$ cat config.mk
export PLATFORM = sky130hd
export DESIGN_NAME = hwv_vote_ctrl
export DESIGN_NICKNAME = d
export VERILOG_FILES = /design/src/rtl/hwv_pkg.sv /design/src/rtl/hwv_domain.sv /design/src/rtl/hwv_rd_mux.sv /design/src/rtl/hwv_vote_ctrl.sv
export SDC_FILE = /design/constraint.sdc
export NUM_CORES = 1
export LEC_CHECK = 0
export ABC_CLOCK_PERIOD_IN_PS = 2510
export BUFFER_PORTS_ARGS = -buffer_cell sky130_fd_sc_hd__buf_2
export CORE_MARGIN = 4
export CORE_UTILIZATION = 40
export CTS_CLUSTER_DIAMETER = 120
export DETAILED_ROUTE_END_ITERATION = 7
export GPL_ROUTABILITY_DRIVEN = 0
export PLACE_DENSITY = 0.61
export SETUP_SLACK_MARGIN = 0.3
export SYNTH_ARGS = -nofsm -noshare
export SYNTH_HDL_FRONTEND = slang
export SYNTH_SLANG_ARGS = --single-unit
$ cat constraint.sdc
create_clock -name clk -period 2.51 [get_ports clk]
set_input_delay 0.502 -clock clk [delete_from_list [all_inputs] [get_ports clk]]
set_output_delay 0.502 -clock clk [all_outputs]
set_load 0.03 [all_outputs]
$ cat src/rtl/hwv_pkg.sv
package hwv_pkg;
    localparam int ADDR_W = 3;

    localparam logic [ADDR_W-1:0] ADR_ON_CMD  = 3'd0;
    localparam logic [ADDR_W-1:0] ADR_OFF_CMD = 3'd1;
    localparam logic [ADDR_W-1:0] ADR_IDLE    = 3'd2;
    localparam logic [ADDR_W-1:0] ADR_PWRD    = 3'd3;
    localparam logic [ADDR_W-1:0] ADR_ON_BUSY = 3'd4;
    localparam logic [ADDR_W-1:0] ADR_OFF_BSY = 3'd5;
    localparam logic [ADDR_W-1:0] ADR_VOTE    = 3'd6;

    typedef enum logic [2:0] {
        DS_IDLE,
        DS_START,
        DS_WAIT_ON,
        DS_SETTLE,
        DS_WAIT_OFF
    } dom_state_e;
endpackage

$ cat src/rtl/hwv_domain.sv
module hwv_domain
    import hwv_pkg::*;
#(
    parameter int NUM_REQ    = 3,
    parameter int PREP_CYC   = 2,
    parameter int SETTLE_CYC = 8
) (
    input  logic               clk,
    input  logic               rst_n,
    input  logic               cmd_on,
    input  logic               cmd_off,
    input  logic [NUM_REQ-1:0] req_oh,
    input  logic               pwr_ack,
    output logic               pwr_req,
    output logic               on_rb,
    output logic               off_rb,
    output logic               idle,
    output logic               powered,
    output logic               on_busy,
    output logic               off_busy,
    output logic [NUM_REQ-1:0] votes
);
    localparam int CNT_MAX = (SETTLE_CYC > PREP_CYC) ? SETTLE_CYC : PREP_CYC;
    localparam int CW      = $clog2(CNT_MAX + 1);

    typedef struct packed {
        dom_state_e         st;
        logic               op_on;
        logic [CW-1:0]      cnt;
        logic [NUM_REQ-1:0] vote;
        logic               en;
        logic               preq;
        logic               on_rb;
        logic               off_rb;
    } dom_regs_t;

    dom_regs_t r_d, r_q;

    always_comb begin
        r_d = r_q;
        case (r_q.st)
            DS_IDLE: begin
                if (cmd_on || cmd_off) begin
                    r_d.st    = DS_START;
                    r_d.op_on = cmd_on;
                    r_d.cnt   = CW'(PREP_CYC - 1);
                    if (cmd_on) begin
                        r_d.vote  = r_q.vote | req_oh;
                        r_d.on_rb = 1'b0;
                    end else begin
                        r_d.vote   = r_q.vote & ~req_oh;
                        r_d.off_rb = 1'b1;
                    end
                end
            end
            DS_START: begin
                if (r_q.cnt != '0) begin
                    r_d.cnt = r_q.cnt - 1'b1;
                end else if (r_q.op_on) begin
                    r_d.on_rb = 1'b1;
                    if ((r_q.vote != '0) && !r_q.en) begin
                        r_d.st   = DS_WAIT_ON;
                        r_d.preq = 1'b1;
                    end else begin
                        r_d.st = DS_IDLE;
                    end
                end else begin
                    r_d.off_rb = 1'b0;
                    if ((r_q.vote == '0) && r_q.en) begin
                        r_d.st   = DS_SETTLE;
                        r_d.preq = 1'b0;
                        r_d.cnt  = CW'(SETTLE_CYC - 1);
                    end else begin
                        r_d.st = DS_IDLE;
                    end
                end
            end
            DS_WAIT_ON: begin
                if (pwr_ack) begin
                    r_d.en = 1'b1;
                    r_d.st = DS_IDLE;
                end
            end
            DS_SETTLE: begin
                if (r_q.cnt != '0) r_d.cnt = r_q.cnt - 1'b1;
                else               r_d.st  = DS_WAIT_OFF;
            end
            DS_WAIT_OFF: begin
                if (!pwr_ack) begin
                    r_d.en = 1'b0;
                    r_d.st = DS_IDLE;
                end
            end
            default: r_d.st = DS_IDLE;
        endcase
    end

    always_ff @(posedge clk or negedge rst_n) begin
        if (!rst_n) begin
            r_q        <= '0;
            r_q.st     <= DS_IDLE;
            r_q.on_rb  <= 1'b1;
        end else begin
            r_q <= r_d;
        end
    end

    assign idle     = (r_q.st == DS_IDLE);
    assign on_busy  = !idle && r_q.op_on;
    assign off_busy = !idle && !r_q.op_on;
    assign powered  = r_q.en;
    assign pwr_req  = r_q.preq;
    assign on_rb    = r_q.on_rb;
    assign off_rb   = r_q.off_rb;
    assign votes    = r_q.vote;

    // Checker state: cycles since the power request was last high.
    logic [CW:0] off_age_q;
    always_ff @(posedge clk or negedge rst_n) begin
        if (!rst_n)                      off_age_q <= '0;
        else if (r_q.preq)               off_age_q <= '0;
        else if (off_age_q != '1)        off_age_q <= off_age_q + 1'b1;
    end


    busy_ignore_chk: assert property (@(posedge clk) disable iff (!rst_n)
        (!idle && (cmd_on || cmd_off)) |=> $stable(votes));

    en_rise_chk: assert property (@(posedge clk) disable iff (!rst_n)
        $rose(powered) |-> $past(pwr_ack));

    en_fall_chk: assert property (@(posedge clk) disable iff (!rst_n)
        $fell(powered) |-> !$past(pwr_ack));

    idle_power_chk: assert property (@(posedge clk) disable iff (!rst_n)
        idle |-> (powered == (votes != '0)));

    settle_wait_chk: assert property (@(posedge clk) disable iff (!rst_n)
        $fell(powered) |-> (off_age_q >= (CW+1)'(SETTLE_CYC)));

    on_start_chk: assert property (@(posedge clk) disable iff (!rst_n)
        $rose(on_busy) |-> !on_rb);

    off_start_chk: assert property (@(posedge clk) disable iff (!rst_n)
        $rose(off_busy) |-> off_rb);
endmodule

$ cat src/rtl/hwv_rd_mux.sv
module hwv_rd_mux
    import hwv_pkg::*;
#(
    parameter int NUM_DOM = 4,
    parameter int NUM_REQ = 3,
    parameter int IDW     = 2
) (
    input  logic [ADDR_W-1:0]                rd_addr,
    input  logic [IDW-1:0]                   rd_id,
    input  logic [NUM_DOM-1:0]               on_rb,
    input  logic [NUM_DOM-1:0]               off_rb,
    input  logic [NUM_DOM-1:0]               idle,
    input  logic [NUM_DOM-1:0]               powered,
    input  logic [NUM_DOM-1:0]               on_busy,
    input  logic [NUM_DOM-1:0]               off_busy,
    input  logic [NUM_DOM-1:0][NUM_REQ-1:0]  votes,
    output logic [NUM_DOM-1:0]               rd_data
);
    logic [NUM_DOM-1:0] vote_view;

    for (genvar d = 0; d < NUM_DOM; d++) begin : g_view
        always_comb begin
            vote_view[d] = 1'b0;
            for (int r = 0; r < NUM_REQ; r++) begin
                if (int'(rd_id) == r) vote_view[d] = votes[d][r];
            end
        end
    end

    always_comb begin
        case (rd_addr)
            ADR_ON_CMD:  rd_data = on_rb;
            ADR_OFF_CMD: rd_data = off_rb;
            ADR_IDLE:    rd_data = idle;
            ADR_PWRD:    rd_data = powered;
            ADR_ON_BUSY: rd_data = on_busy;
            ADR_OFF_BSY: rd_data = off_busy;
            ADR_VOTE:    rd_data = vote_view;
            default:     rd_data = '0;
        endcase
    end
endmodule

$ cat src/rtl/hwv_vote_ctrl.sv
module hwv_vote_ctrl
    import hwv_pkg::*;
#(
    parameter int NUM_DOM    = 4,
    parameter int NUM_REQ    = 3,
    parameter int PREP_CYC   = 2,
    parameter int SETTLE_CYC = 100,
    parameter int IDW        = (NUM_REQ > 1) ? $clog2(NUM_REQ) : 1
) (
    input  logic               clk,
    input  logic               rst_n,
    input  logic               wr_en,
    input  logic [IDW-1:0]     wr_id,
    input  logic [2:0]         wr_addr,
    input  logic [NUM_DOM-1:0] wr_data,
    input  logic [IDW-1:0]     rd_id,
    input  logic [2:0]         rd_addr,
    output logic [NUM_DOM-1:0] rd_data,
    output logic [NUM_DOM-1:0] pwr_req,
    input  logic [NUM_DOM-1:0] pwr_ack
);
    logic                             wr_ok;
    logic [NUM_REQ-1:0]               req_oh;
    logic [NUM_DOM-1:0]               on_rb, off_rb, idle, powered, on_busy, off_busy;
    logic [NUM_DOM-1:0][NUM_REQ-1:0]  votes;

    assign wr_ok = wr_en && (int'(wr_id) < NUM_REQ);

    always_comb begin
        req_oh = '0;
        for (int r = 0; r < NUM_REQ; r++) begin
            if (int'(wr_id) == r) req_oh[r] = 1'b1;
        end
    end

    for (genvar d = 0; d < NUM_DOM; d++) begin : g_dom
        logic on_cmd, off_cmd;
        assign on_cmd  = wr_ok && (wr_addr == ADR_ON_CMD)  && wr_data[d];
        assign off_cmd = wr_ok && (wr_addr == ADR_OFF_CMD) && wr_data[d];

        hwv_domain #(
            .NUM_REQ   (NUM_REQ),
            .PREP_CYC  (PREP_CYC),
            .SETTLE_CYC(SETTLE_CYC)
        ) u_dom (
            .clk     (clk),
            .rst_n   (rst_n),
            .cmd_on  (on_cmd),
            .cmd_off (off_cmd),
            .req_oh  (req_oh),
            .pwr_ack (pwr_ack[d]),
            .pwr_req (pwr_req[d]),
            .on_rb   (on_rb[d]),
            .off_rb  (off_rb[d]),
            .idle    (idle[d]),
            .powered (powered[d]),
            .on_busy (on_busy[d]),
            .off_busy(off_busy[d]),
            .votes   (votes[d])
        );
    end

    hwv_rd_mux #(
        .NUM_DOM(NUM_DOM),
        .NUM_REQ(NUM_REQ),
        .IDW    (IDW)
    ) u_rd (
        .rd_addr (rd_addr),
        .rd_id   (rd_id),
        .on_rb   (on_rb),
        .off_rb  (off_rb),
        .idle    (idle),
        .powered (powered),
        .on_busy (on_busy),
        .off_busy(off_busy),
        .votes   (votes),
        .rd_data (rd_data)
    );


    reset_idle_chk: assert property (@(posedge clk)
        !rst_n |=> (pwr_req == '0));
endmodule

==> results list <==
* Syn-to-layout area delta: 14.6%
- Across the routed clock network, the largest skew measured is 0.00511 ns.
* Start point of the critical path: g_dom[3].u_dom.r_q[17]
- Clock input transition at the sequential cells of the worst setup and hold paths: 0.08 ns
- Fraction of the yosys area taken by sequential cells: 42.3%
- Area enclosed by the die boundary: 12400 um^2
- Biggest cell delay along the critical path: 0.46 ns
- Number of nets in the final layout: 545
* Total global routing track utilization: 16.3%
- Counting along the longest clock path gives a buffer depth of 2.
* Class of the tightest hold or removal check: input port to asynchronous set/reset pin
* Yosys Warn Count: 0
- Clock tree from TritonCTS: yes
- The run finished with clean final reports.
* Buffers on Ports: 28
* Netlist Area Pre-Place: 4280 um^2
* Largest net degree at the start of global routing: 58
* # IOs: 29
- Final worst setup slack: 0.103 ns
* Latest clock arrival within the worst-skew pair: 0.34 ns
- Class of the most critical setup path: flop to output port
- Crit Path Max Fanout: 4
- Number of H-tree branching levels: 3
- Number of buffers inserted during clock tree synthesis: 9
- The worst-case IR drop observed on VDD is 0.342 mV.
- The initial antenna violation count came to 0.
- In this run the power density over the cells is 947 nW/um^2.
- After global routing the overflow that remains totals 0.
- For the pin with the worst max-slew slack, the measured transition is 0.567 ns.
- Counting every instance in the synthesized netlist gives 485.
* Library cell used as clock root buffer: clkbuf_8
* Depth of the worst register-to-register path: 5
- Detailed-route via count: 3678
- Violation count after the first detailed-route iteration: 277
- Cell with the biggest individual delay on the critical path: mux4_2
- Proportion of synthesized flip-flops having asynchronous set or reset: 100%
* Hold violation count in the final report: 0
- Post-placement worst setup slack: 0.176 ns
- The number of placed instances, taps included, is 633.
- For this run, the number of standard cells in the final layout without fillers is 657.
- The core region is 10400 um^2.
* Count of standard-cell rows: 37
- Achievable clock frequency: 416 MHz
- Post-synthesis average cell area: 8.82 um^2
* Number of search-and-repair iterations in the first detailed-routing pass: 4
* Effective utilization at floorplan: 41.2%
- Remaining max-slew budget at the tightest pin: 62.1%
- Element type at the critical path start: flop
- DP HPWL: 7030 um
- EDFF count, synth: 0
- Antenna-violating nets left: 0
- Vias in the first global route: 3568
- Count of unique library cells instantiated by Yosys: 71
* Setup repair after global routing missed its margin: true
* DIE HEIGHT: 111 um
- Data arrives at the worst endpoint at 1.90 ns.
- Cell chain of the critical path: nor3_4 -> nor2_1 -> mux4_2 -> o22a_1 -> buf_6
- In the final timing run, aggregate negative setup slack is 0 ns.
- Die outline width: 111 um
- Number of failing setup endpoints in the final timing report: 0
* Net count after synthesis: 514
- For this run, design rule violations remaining after detail routing come to 0.
- Dividing the detail-routed wire length by the instance count gives 15.2 um.
* Time the final worst path needs with I/O delays and setup: 2.41 ns
* Diode insertion count for antenna repair: 0
- Wire length of the first global-routing pass: 16800 um
* Worst reg2reg path startpoint: g_dom[1].u_dom.r_q[11]
- Layout cell share with drive strength beyond 1: 20.5%
- CTS saw 72 sinks.
* Leakage Power: 2.10 nW
* Detailed-route wire length: 9980 um
- Final period utilization: 95.9%
* Number of synthesized register bits: 72
* Via density per instance: 5.60
- CP required: 2.01 ns
- Across the run, the number of max-cap violations was 0.
* Pins Over Slew Limit: 0
- Leading register cell type out of synthesis: dfrtp_1
* Critical path capture point type: output port
## worst max-delay path, delay by kind of cell, from the launching register on
kind,cells,cell delay [ns]
AOI/OAI and AO/OA,1,0.22
buffers and inverters,1,0.14
DFF,1,0.43
muxes,1,0.46
and+or+nand+nor,2,0.31
## synth_stat cells (all sizes together), types with 5 or more instances
library cell	instances	share of area [%]
a21o	5	0.94
a21oi	44	5.2
a31oi	22	3.2
and2	5	0.73
and3	5	0.73
buf	8	1.4
clkbuf	21	1.9
dfrtp	68	40
ha	8	2.3
inv	22	1.9
mux2i	11	2.6
nand2	37	3.2
nand2b	10	1.5
nand3	14	1.6
nand3b	5	0.88
nand4	5	0.73
nor2	48	4.3
nor2b	12	1.8
nor3	18	2.1
nor4	5	0.73
o21ai	26	3.1
o31ai	6	1.1
or3	6	1.0
## worst paths after layout
| path | end | slack [ns] |
|---|---|---|
| max | rd_data[3] | 0.10 |
| min | g_dom[3].u_dom.r_q[13] | 0.06 |
| max reg2reg | g_dom[1].u_dom.r_q[7] | 0.39 |
| min reg2reg | g_dom[0].u_dom.r_q[7] | 0.49 |
| max in group asynchronous | g_dom[0].u_dom.on_rb | 1.76 |
| min in group clk | g_dom[2].u_dom.powered | 0.41 |
## cells in the final DEF (no fill, tap or decap), types with 5 or more instances in the layout
cell,count
dfrtp_2,6
nor3_1,14
dfrtp_1,62
o21ai_0,24
nand2_1,37
nand3b_1,5
o31ai_1,6
a31oi_1,22
and3_1,5
ha_1,8
clkbuf_8,10
buf_2,24
mux2i_1,11
buf_4,22
nor2b_1,12
nand3_1,14
nor2_1,46
nor4_1,5
a21oi_1,42
nand2b_1,10
nand4_1,5
inv_1,22
## per-stage QoR
stage          util [%]  power (mW)  hold WS [ns]  area (um^2)
5_1_grt            47.2        5.02        0.0858         4900
4_1_cts            46.7        4.60        0.0651         4840
3_3_place_gp       43.9        3.64         0.446         4560
6_report           47.2        4.64        0.0645         4900
2_1_floorplan         -        3.26         0.206         4280
3_5_place_dp       43.9        3.67         0.449         4560
## layout make-up
cell class | count | area (um^2)
Sequential cell | 72 | 1810
Clock buffer | 10 | 138
Clock inverter | 6 | 35.0
Fill cell | 1022 | 5470
Inverter | 22 | 82.6
Timing Repair Buffer | 49 | 328
Multi-Input combinational cell | 362 | 2330
Tap cell | 136 | 170
## layer usage
layer  vias up  wire length, um  global-route usage, %
met5         -                0                      0
met1      1776             4810                   22.1
met4         0              229                   7.46
li1       1825                -                      -
met3        16              336                   3.32
met2        61             4600                   25.0
## power by group
part	internal (mW)	switching [mW]	total (mW)
logic	0.852	1.00	1.85
clock network	0.379	0.457	0.835
registers	1.55	0.396	1.95
## kinds of logic (layout without fill, tap and decap cells)
| group | Yosys count | in the layout | synth area share, % |
|---|---|---|---|
| simple gates | 187 | 187 | 22.9 |
| mux | 16 | 16 | 4.24 |
| flops | 72 | 72 | 42.3 |
| xor+xnor | 7 | 7 | 1.43 |
| buf+inv | 51 | 87 | 5.27 |
| compound gates | 144 | 144 | 21.6 |
| fa+ha+maj | 8 | 8 | 2.34 |
## repair_timing
item / CTS / global route
endpoints found under the setup margin: 7 / 16
endpoints found under the hold margin: 0 / 0
pin swaps: 4 / 4
gates resized for setup: 21 / 11
setup buffers: 5 / 3
hold buffers: 0 / 0
No activity file was read; power rests on OpenSTA's default activity.
